$ cat src/rtl/opf_pkg.sv
package opf_pkg;
  typedef enum logic [2:0] {
    M_IMM  = 3'd0,
    M_DIR  = 3'd1,
    M_REG  = 3'd2,
    M_IND  = 3'd3,
    M_RIND = 3'd4,
    M_IDX  = 3'd5,
    M_BASE = 3'd6,
    M_STK  = 3'd7
  } mode_e;

  typedef enum logic [2:0] {
    S_IDLE  = 3'd0,
    S_EA    = 3'd1,
    S_READ1 = 3'd2,
    S_READ2 = 3'd3,
    S_DONE  = 3'd4
  } state_e;
endpackage

$ cat src/rtl/opf_ea_calc.sv
module opf_ea_calc
  import opf_pkg::*;
#(
  parameter int W   = 12,
  parameter int RIW = 3
) (
  input  mode_e          mode_i,
  input  logic [W-1:0]   field_i,
  input  logic [W-1:0]   reg_rdata_i,
  input  logic [W-1:0]   idx_i,
  input  logic [W-1:0]   base_i,
  input  logic [W-1:0]   sp_i,
  output logic [W-1:0]   ea_o,
  output logic [W-1:0]   val_o,
  output logic           needs_mem_o,
  output logic           chained_o
);
  always_comb begin
    ea_o        = field_i;
    val_o       = field_i;
    needs_mem_o = 1'b1;
    chained_o   = 1'b0;
    unique case (mode_i)
      M_IMM:  needs_mem_o = 1'b0;
      M_DIR:  ;
      M_REG: begin
        ea_o        = {{(W-RIW){1'b0}}, field_i[RIW-1:0]};
        val_o       = reg_rdata_i;
        needs_mem_o = 1'b0;
      end
      M_IND:  chained_o = 1'b1;          // ea_o is the pointer location here
      M_RIND: ea_o = reg_rdata_i;
      M_IDX:  ea_o = field_i + idx_i;    // wraps modulo 2**W
      M_BASE: ea_o = base_i + field_i;
      M_STK:  ea_o = sp_i;
      default: ;
    endcase
  end
endmodule

$ cat src/rtl/opf_ctrl.sv
module opf_ctrl
  import opf_pkg::*;
(
  input  logic   clk_i,
  input  logic   rst_ni,
  input  logic   start_i,
  input  logic   needs_mem_i,
  input  logic   chained_i,
  output state_e state_o,
  output logic   done_o,
  output logic   busy_o
);
  state_e state_q, state_d;

  always_comb begin
    state_d = state_q;
    unique case (state_q)
      S_IDLE:  if (start_i) state_d = S_EA;
      S_EA:    state_d = needs_mem_i ? S_READ1 : S_DONE;
      S_READ1: state_d = chained_i ? S_READ2 : S_DONE;
      S_READ2: state_d = S_DONE;
      S_DONE:  state_d = S_IDLE;
      default: state_d = S_IDLE;
    endcase
  end

  always_ff @(posedge clk_i or negedge rst_ni) begin
    if (!rst_ni) state_q <= S_IDLE;
    else         state_q <= state_d;
  end

  assign state_o = state_q;
  assign done_o  = (state_q == S_DONE);
  assign busy_o  = (state_q != S_IDLE);

  p_done_single_r10: assert property (@(posedge clk_i) disable iff (!rst_ni)
    done_o |=> !done_o);
  p_read2_follows_read1_r5: assert property (@(posedge clk_i) disable iff (!rst_ni)
    (state_q == S_READ2) |-> ($past(state_q) == S_READ1));
  p_start_while_busy_r11: assert property (@(posedge clk_i) disable iff (!rst_ni)
    (busy_o && start_i) |=> (state_q != S_EA));
endmodule

$ cat src/rtl/opf_unit.sv
module opf_unit
  import opf_pkg::*;
#(
  parameter int W    = 12,
  parameter int NREG = 8,
  localparam int RIW = $clog2(NREG)
) (
  input  logic           clk_i,
  input  logic           rst_ni,
  input  logic           start_i,
  input  logic [2:0]     mode_i,
  input  logic [W-1:0]   field_i,
  output logic [RIW-1:0] reg_sel_o,
  input  logic [W-1:0]   reg_rdata_i,
  input  logic [W-1:0]   idx_i,
  input  logic [W-1:0]   base_i,
  input  logic [W-1:0]   sp_i,
  output logic           mem_req_o,
  output logic [W-1:0]   mem_addr_o,
  input  logic [W-1:0]   mem_rdata_i,
  output logic [W-1:0]   operand_o,
  output logic [W-1:0]   ea_o,
  output logic           done_o,
  output logic           busy_o
);
  mode_e        mode_q;
  logic [W-1:0] field_q, ea_q, op_q;
  logic [W-1:0] calc_ea, calc_val;
  logic         needs_mem, chained;
  state_e       state;

  opf_ea_calc #(.W(W), .RIW(RIW)) u_ea (
    .mode_i      (mode_q),
    .field_i     (field_q),
    .reg_rdata_i (reg_rdata_i),
    .idx_i       (idx_i),
    .base_i      (base_i),
    .sp_i        (sp_i),
    .ea_o        (calc_ea),
    .val_o       (calc_val),
    .needs_mem_o (needs_mem),
    .chained_o   (chained)
  );

  opf_ctrl u_ctrl (
    .clk_i       (clk_i),
    .rst_ni      (rst_ni),
    .start_i     (start_i),
    .needs_mem_i (needs_mem),
    .chained_i   (chained),
    .state_o     (state),
    .done_o      (done_o),
    .busy_o      (busy_o)
  );

  always_ff @(posedge clk_i or negedge rst_ni) begin
    if (!rst_ni) begin
      mode_q  <= M_IMM;
      field_q <= '0;
      ea_q    <= '0;
      op_q    <= '0;
    end else begin
      unique case (state)
        S_IDLE: if (start_i) begin
          mode_q  <= mode_e'(mode_i);
          field_q <= field_i;
        end
        S_EA: begin
          ea_q <= calc_ea;
          if (!needs_mem) op_q <= calc_val;
        end
        S_READ1: begin
          if (chained) ea_q <= mem_rdata_i;  // pointer becomes the EA
          else         op_q <= mem_rdata_i;
        end
        S_READ2: op_q <= mem_rdata_i;
        default: ;
      endcase
    end
  end

  // Second indirect read is issued straight from the returning pointer.
  assign mem_req_o  = ((state == S_EA) && needs_mem) || ((state == S_READ1) && chained);
  assign mem_addr_o = (state == S_READ1) ? mem_rdata_i : calc_ea;
  assign reg_sel_o  = field_q[RIW-1:0];
  assign operand_o  = op_q;
  assign ea_o       = ea_q;

  p_no_read_imm_reg_r2: assert property (@(posedge clk_i) disable iff (!rst_ni)
    ((state == S_EA) && (mode_q == M_IMM || mode_q == M_REG)) |-> !mem_req_o);
  p_req_only_busy_r12: assert property (@(posedge clk_i) disable iff (!rst_ni)
    mem_req_o |-> busy_o);
  p_ind_ea_from_ptr_r5: assert property (@(posedge clk_i) disable iff (!rst_ni)
    (state == S_READ2) |-> (ea_q == $past(mem_rdata_i)));
  p_field_held_r11: assert property (@(posedge clk_i) disable iff (!rst_ni)
    (busy_o && start_i) |=> $stable(field_q));
endmodule

$ cat config.mk
export PLATFORM = sky130hd
export DESIGN_NAME = opf_unit
export DESIGN_NICKNAME = d
export VERILOG_FILES = /design/src/rtl/opf_pkg.sv /design/src/rtl/opf_ea_calc.sv /design/src/rtl/opf_ctrl.sv /design/src/rtl/opf_unit.sv
export SDC_FILE = /design/constraint.sdc
export NUM_CORES = 1
export LEC_CHECK = 0
export ABC_AREA = 1
export ABC_CLOCK_PERIOD_IN_PS = 3000
export BUFFER_PORTS_ARGS = -buffer_cell sky130_fd_sc_hd__clkbuf_2
export CELL_PAD_IN_SITES_DETAIL_PLACEMENT = 1
export CELL_PAD_IN_SITES_GLOBAL_PLACEMENT = 2
export CORE_MARGIN = 2
export CORE_UTILIZATION = 26
export DETAILED_ROUTE_END_ITERATION = 8
export PLACE_DENSITY_LB_ADDON = 0.25
export SYNTH_ARGS = -nofsm -noshare
export SYNTH_HDL_FRONTEND = slang
export SYNTH_SLANG_ARGS = --single-unit
$ cat constraint.sdc
create_clock -name clk_i -period 3 [get_ports clk_i]
set_input_delay 0.45 -clock clk_i [delete_from_list [all_inputs] [get_ports clk_i]]
set_output_delay 0.45 -clock clk_i [all_outputs]
set_load 0.05 [all_outputs]
# ---- Word-level counts from Yosys, hierarchy flattened
# Cells that the tools add are included.
dict set report totals {
  wordCells 47
  out_inout_bits 42
  reg_bits 42
  inputBits 78
}
dict set report classes {
  n_reduce_logical 12
  n_addsub 2
  eq_ne 14
  mux 14
}
# op count
set op_table {}
lappend op_table {{$mux 12} 5}
lappend op_table {{$pmux 12 s5} 1}
lappend op_table {{$pmux 12 s3} 1}
lappend op_table {{$add 12x12->12} 2}
lappend op_table {{$pmux 12 s2} 1}
lappend op_table {{$eq 3x3->1 const B} 5}
lappend op_table {{$eq 3x2->1 const B} 4}
lappend op_table {{$pmux 3 s4} 1}
lappend op_table {{$mux 3} 3}
lappend op_table {{$ne 2x2->1 const B} 4}
lappend op_table {{$logic_not 3->1} 2}
lappend op_table {{$reduce_bool 3->1} 2}
lappend op_table {{$reduce_and 2->1} 2}
lappend op_table {{$eq 3x1->1 const B} 1}
lappend op_table {{$reduce_and 3->1} 1}
lappend op_table {{$logic_and 1x1->1} 2}
lappend op_table {{$mux 1} 2}
lappend op_table {{$reduce_bool 2->1} 1}
lappend op_table {{$reduce_or 2->1} 1}
lappend op_table {{$logic_or 1x1->1} 1}

# ---- Logic depth before layout (Yosys ltp)
# Gate-level depths: netlist (run 1).
dict set report logic_depth {
  word_depth 5
  depth_mapped 19
  depth_no_buf 18
}

# ---- Modules after synthesis
# A second synthesis (run 1) with hierarchy kept.
dict set report unflattened {
  cells_unflattened 519
  area_unflattened_um2 3422.0
}
# module area_each_um2 seq_area_each_um2 instances cells_per_inst
set modules_own_cells {}
lappend modules_own_cells {opf_unit 1961.9 975.9 1 262}
lappend modules_own_cells {opf_ea_calc 1295.0 0.0 1 235}
lappend modules_own_cells {opf_ctrl 165.2 75.1 1 22}

# ---- Worst setup path before layout (run 1)
# OpenSTA, ideal clock, no wires.
dict set report synth_timing {
  path_kind {register to output}
  from {reg mode_q[2]}
  to {out mem_addr_o[6]}
  required_time_ps 2550
  t_arrival_ps 2560
  path_stages_with_launch 16
  setup_slack_ps -10
  n_path_buf 2
  cell_sequence {dfrtp_1 buf_4 nand3_2 buf_2 mux2_2 ha_1 inv_1 fa_1 nor2_1 nor2_1 o21ai_0 or2_1 nand2_1 nand2_1 nand2_1 nand2_1}
}
dict set report synth_between {
  elab_chain_len 3
  elab_cells_between_ends 7
  classes_between {eq/ne: 5; mux: 2}
}
# element line
set synth_rtl {}
lappend synth_rtl {{from (decl)} opf_unit.sv:26} ;# mode_e mode_q;
lappend synth_rtl {{from (signal assigned)} opf_unit.sv:65} ;# mode_q <= mode_e'(mode_i);
lappend synth_rtl {{$eq 3x3->1 or $eq 3x2->1 (tied branches)} opf_ea_calc.sv:23} ;# unique case (mode_i)
lappend synth_rtl {{$pmux 12 s5 *} opf_ea_calc.sv:23}
lappend synth_rtl {{$mux 12 *} opf_unit.sv:84} ;# assign mem_addr_o = (state == S_READ1) ? mem_rdata_i : calc_ea;
lappend synth_rtl {{to (decl)} opf_unit.sv:19} ;# output logic [W-1:0] mem_addr_o,
# Mark *: on every way between the ends. The rest lies on a longest branch, timed or not.

# ---- Final worst setup path (run 1)
dict set report layout_timing {
  from {reg mode_q[0]}
  to {out mem_addr_o[7]}
}
# Same word-level chain as after synthesis.

==> results of run 1 <==
cell usage after synthesis (all sizes together):
cell type / number
a21oi: 33
a221oi: 5
a31oi: 12
buf: 18
clkbuf: 2
clkinv: 1
dfrtp: 42
fa: 1
ha: 11
inv: 66
mux2: 11
nand2: 152
nand3: 23
nand3b: 3
nand4: 4
nor2: 56
nor3: 2
o2111ai: 1
o211ai: 2
o21ai: 37
or2: 1
sequential cells by signal, indices dropped and copies added (netlist names):
signal / flops
u_ctrl.state_o: 3
operand_o: 12
mode_q: 3
field_q: 12
ea_o: 12
cell families (layout without fill, tap and decap cells):
group	count (synthesis)	in the layout	synth area share
multiplexers	11	11	0.03812
buffers and inverters	87	224	0.1163
flip-flops	42	42	0.3235
AND/OR/NAND/NOR	241	241	0.3084
AO/OA/AOI/OAI	90	90	0.1652
adder cells (fa/ha/maj)	12	12	0.04852
final cells by class:
cell class                 count  share of cell area
clock inverter                 2            0.002087
timing repair buffer         150              0.2092
clock buffer                   5             0.02608
tap                          168             0.04382
inverter                      67             0.05295
sequential                    42              0.2191
multi-input combinational    354              0.4468
final timing paths:
path	from	end	cells past startpoint
worst max-delay path	mode_q[0]	mem_addr_o[7]	15
worst min-delay path	rst_ni	field_q[9]	1
worst max register to register	mode_q[0]	ea_o[9]	19
worst min register to register	ea_o[10]	ea_o[10]	2
max in group asynchronous	rst_ni	operand_o[1]	2
min in group clk_i	field_i[7]	field_q[7]	2
metal layers:
| metal | track usage | up-vias | part of all wire |
|---|---|---|---|
| met5 | 0 | - | 0 |
| met4 | 0.03571 | 0 | 0.0087 |
| met3 | 0.03347 | 11 | 0.042 |
| met2 | 0.3407 | 87 | 0.51 |
| met1 | 0.2231 | 1780 | 0.44 |
| li1 | - | 1823 | - |
per-stage QoR:
step	hold WS, ns	cell area [sq um]	setup TNS, ns	instances	utilization
after global placement	0.3975	4249	0	772	0.3508
after detailed placement	0.4087	4249	-0.07060	772	0.3508
after global routing	0.1084	4797	-2.175	788	0.3961
after CTS	0.09357	4658	-0.6317	783	0.3846
final	0.08355	4797	-0.5795	788	0.3961
after floorplan	0.1544	3252	0	483	-
what timing repair did:
| item | CTS | global route |
|---|---|---|
| hold buffers | 0 | 0 |
| endpoints found under the hold margin | 0 | 0 |
| pin swaps | 12 | 22 |
| buffers inserted | 4 | 5 |
| endpoints found under the setup margin | 11 | 11 |
| gates resized for setup | 48 | 32 |
worst register-to-register path, cell delays in order (launching register included):
cell and delay [ns]:
dfrtp_1 0.39, inv_2 0.09, nand3_4 0.13, buf_8 0.17, mux2_2 0.30, ha_4 0.30, nand2_1 0.07, nand2_2 0.11
inv_2 0.06, nand2_1 0.07, nand2_1 0.08, nand3_1 0.09, nand2_1 0.07, nand3_2 0.06, nand2_1 0.07, nand2_2 0.10
nand2_4 0.07, buf_4 0.13, nand2_1 0.05, nand2_1 0.06
==> results.toml, run 1 <==
[final_layout]
multi_input_area_sq_um = 2143
nFillCells = 1577
final_common_cell = "nand2_1"
nets = 710
final_cell_mix = "131 x nand2_1, 108 x clkbuf_2, 55 x inv_1, 42 x nor2_1, 42 x dfrtp_1"
regArea_sq_um = 1051
antennaDiodeCount = 0
syn2layout_area_growth_pct = 47.63
drive_gt1_frac = 0.4016

[floorplanning]
io_pins = 120
row_count = 40
core_sq_um = 12110
die_x_um = 115.8
start_util = 0.2683
fp.dieH_um = 115.8
dieArea_sq_um = 13410

[setup_path]
cp_top_family = "buffers and inverters"
worstPathRequired_ns = 2.55
crit_path_cell_trace = "inv_2 -> nand3_4 -> buf_8 -> mux2_4 -> ha_4 -> nand2_1 -> nand2_2 -> a21oi_4 -> buf_4 -> nand3b_1 -> nand3_2 -> nand2_1 -> inv_2 -> o21ai_4 -> buf_12"
rrSetupSlack_ns = 0.43
cp.buffers_inverters = 5
cpPeakStageDelay_ns = 0.39
worstSetupPathType = "reg -> out"
slowest_stage = "dfrtp_1"
cp_data_arrival_time_ns = 2.67
crit_path_start_kind = "flop"
crit_path_max_fanout = 8
endpoint_kind = "output pin"

[clock_network]
clk_pin_slew_ns = 0.07
ctsHtreeMaxLevel = 2
clockBufferDepth = 2
cts_root_buf = "clkbuf_16"
numCtsBuffers = 5
worstSkewPairLatency_ns = 0.29
cts_tree = "built"
clock-sinks = 42

[global_route]
grt_antenna_before_repair = 0
grt_usage = 0.1839
gr-total-overflow = 0
first_global_vias = 3900
grt_pass1_wl_um = 19130
grt_max_degree = 29

[route]
vias_per_cell = 4.697
num_vias = 3701
detail-route-antenna-nets = 0
wl_um = 12190
wl_per_cell_um = 15.47
dr.first_iter.drc_count = 147
drc_errors = 0
firstDrtPassIters = 4

[timing]
hold_viol_final = 0
finalCritPeriodShare = 1.040
setup_violations = 10
report.final.slew_viol_count = 0
finClkSkew_ns = 0.006574
period_needed_ns = 3.121
tightest_slew_ns = 0.9846
fmax_mhz = 320.5
rsz0062_at_grt = "true"
slew_headroom = 0.3420
layout_setup_ws_ns = -0.1205

[synthesis]
yosys_warnings = 0
ys_top_cells_by_area = "dfrtp_1 32%, nand2_1 17%, inv_1 6.9%"
synth_cells = 483
synth_area_sq_um = 3249
synth.avg_cell_area_sq_um = 6.727
syn-num-nets = 573
synth.top_cell.area_share = 0.3235
ys_ff_latch = 42
ys_seq_area_frac = 0.3235
synth.distinct_cells = 33
synth_top_area_cell = "dfrtp_1"

[placed_design]
routabilityCongestion = 0.8377
dpl_worst_slack_ns = -0.04377
dp.final_hpwl_um = 9979
numPortBuffers = 119

[outcome]
violations = "negative setup slack"
outcome = "complete, but fails checks"

[hold_path]
hp-class = "in -> async"

[job]
cap_violations = 0
Power of run 1 is left out: the tool's default activity adds up to more than one toggle a clock period on the data nets, which glitch-free logic cannot reach.
==> run 2, diff against run 1 <==
--- a/config.mk
+++ b/config.mk
@@ -5,13 +5,12 @@
 export SDC_FILE = /design/constraint.sdc
 export NUM_CORES = 1
 export LEC_CHECK = 0
-export ABC_AREA = 1
 export ABC_CLOCK_PERIOD_IN_PS = 3000
 export BUFFER_PORTS_ARGS = -buffer_cell sky130_fd_sc_hd__clkbuf_2
 export CELL_PAD_IN_SITES_DETAIL_PLACEMENT = 1
 export CELL_PAD_IN_SITES_GLOBAL_PLACEMENT = 2
 export CORE_MARGIN = 2
-export CORE_UTILIZATION = 26
+export CORE_UTILIZATION = 28
 export DETAILED_ROUTE_END_ITERATION = 8
 export PLACE_DENSITY_LB_ADDON = 0.25
 export SYNTH_ARGS = -nofsm -noshare
==> results.toml, run 2 <==
[synthesis]
syn-num-nets = 423
synth_top_area_cell = "dfrtp_1"
synth-edff-count = 0
synth_simple_gate_area_share = 0.1440
synthMuxAreaShare = 0.2014
ys_ff_latch = 42
synth_area_sq_um = 3094
synth_cells = 333
synth_common_cells = "42 x dfrtp_1, 42 x mux2_2, 37 x nand2_1"
synth.avg_cell_area_sq_um = 9.292
synth_top_family_by_area = "multiplexers"
synth_ff_type = "dfrtp_1"
yosys_warnings = 0
synth.top_cell.area_share = 0.3397
ys_seq_area_frac = 0.3397
synth_xor_area_frac = 0.01981
synth.distinct_cells = 47
ys_top_cells_by_area = "dfrtp_1 34%, mux2_2 15%, mux2i_1 4.9%"
synth_compound_area_frac = 0.1925
synthAdderAreaFrac = 0.05095
async_flop_share = 1.000

[setup_path]
cp_data_arrival_time_ns = 3.00
endpoint_kind = "output pin"
worstPathRequired_ns = 2.55
crit_path_max_fanout = 5
crit_start = "mode_q[0]"
r2r_start = "mode_q[0]"
r2r_cells = 11
worstSetupPathType = "reg -> out"
crit_path_start_kind = "flop"

[placed_design]
dp.cells = 607
dpl_worst_slack_ns = -0.3492
dp.final_hpwl_um = 9172
placed_cell_area_sq_um = 4239
numPortBuffers = 119
routabilityCongestion = 0.8673

[clock_network]
cts_tree = "built"
clk_pin_slew_ns = 0.09
worstSkewPairLatency_ns = 0.31
numCtsBuffers = 5
clock-sinks = 42
cts_root_buf = "clkbuf_8"
clockBufferDepth = 2
hold_buffers = 0
ctsHtreeMaxLevel = 2

[global_route]
grt_usage = 0.2022
first_global_vias = 3433
gr-total-overflow = 0
grt_max_degree = 26
grt_pass1_wl_um = 18040
grt_antenna_before_repair = 0

[final_layout]
instances_no_fill = 628
nets = 577
final_common_cell = "clkbuf_2"
final_cell_mix = "107 x clkbuf_2, 47 x buf_4, 42 x dfrtp_1, 39 x mux2_2, 36 x nand2_1"
drive_gt1_frac = 0.5451
syn2layout_area_growth_pct = 52.69
antennaDiodeCount = 0
final_area_sq_um = 4725

[floorplanning]
start_util = 0.2867
io_pins = 120
dieArea_sq_um = 11910
core_sq_um = 10790
fp.dieH_um = 109.1
row_count = 38
die_x_um = 109.1

[route]
wl_um = 11630
dr.first_iter.drc_count = 95
detail-route-antenna-nets = 0
wl_per_cell_um = 18.52
vias_per_cell = 5.094
firstDrtPassIters = 4
num_vias = 3199
drc_errors = 0

[timing]
layout_setup_ws_ns = -0.4536
hold_viol_final = 0
setup-tns-final_ns = -3.207
rsz0062_at_grt = "true"
finClkSkew_ns = 0.01323
setup_violations = 10
tightest_slew_ns = 0.7845
fmax_mhz = 289.6
slew_headroom = 0.4770
report.final.slew_viol_count = 0
period_needed_ns = 3.454
finalCritPeriodShare = 1.151

[hold_path]
hp-class = "in -> async"

[job]
cap_violations = 0

[outcome]
violations = "negative setup slack"
outcome = "complete, but fails checks"
==> run 2: critical path: stages, from the launching register on <==
cell,delay (ns)
dfrtp_1,0.38
nand3b_1,0.21
buf_6,0.16
buf_6,0.13
mux2_2,0.29
ha_4,0.22
nor2b_2,0.15
o211ai_1,0.24
o2bb2ai_2,0.18
buf_4,0.18
xnor2_4,0.13
a21oi_2,0.10
o21ai_4,0.18
buf_12,0.15
==> run 2: logic make-up after synthesis <==
| kind of cell | count (synthesis) |
|---|---|
| AOI/OAI and AO/OA | 94 |
| xor gates and xnor gates | 7 |
| adders and majority gates | 12 |
| buffers and inverters | 28 |
| DFF | 42 |
| muxes | 57 |
| and+or+nand+nor | 93 |
==> run 2: area by class of cell <==
type	instances	area [sq um]
sequential	42	1051
clock buffer	6	72.57
timing repair buffer	169	1145
inverter	6	22.52
tap	140	175.2
multi-input combinational	263	2221
fill	1262	6068
clock inverter	2	37.54
==> run 2: final timing paths <==
path                                      end  slack, ns
worst max-delay path            mem_addr_o[6]      -0.45
worst min-delay path                  ea_o[6]        0.1
worst max register to register        ea_o[7]       0.16
worst min register to register       ea_o[11]       0.49
max in group asynchronous           mode_q[1]       2.15
min in group clk_i                  mode_q[2]       0.36
==> run 2: metal layers <==
metal	global-route usage	part of all wire
met1	0.2470	0.43
met3	0.02929	0.041
met5	0	0
met4	0.05678	0.016
met2	0.3669	0.52
==> run 2: timing repair <==
item | in CTS | in global routing
gates cloned | 1 | 0
buffers inserted | 9 | 4
gates resized for setup | 32 | 19
pin swaps | 19 | 17
endpoints found under the setup margin | 11 | 14
==> run 2: metrics by stage <==
stage	hold WS (ns)	util
global placement	0.4458	0.3928
floorplan	0.1544	-
detailed placement	0.4444	0.3928
finish	0.09625	0.4377
CTS	0.1055	0.4252
global route	0.1273	0.4377
Power of run 2 is left out for the same reason.
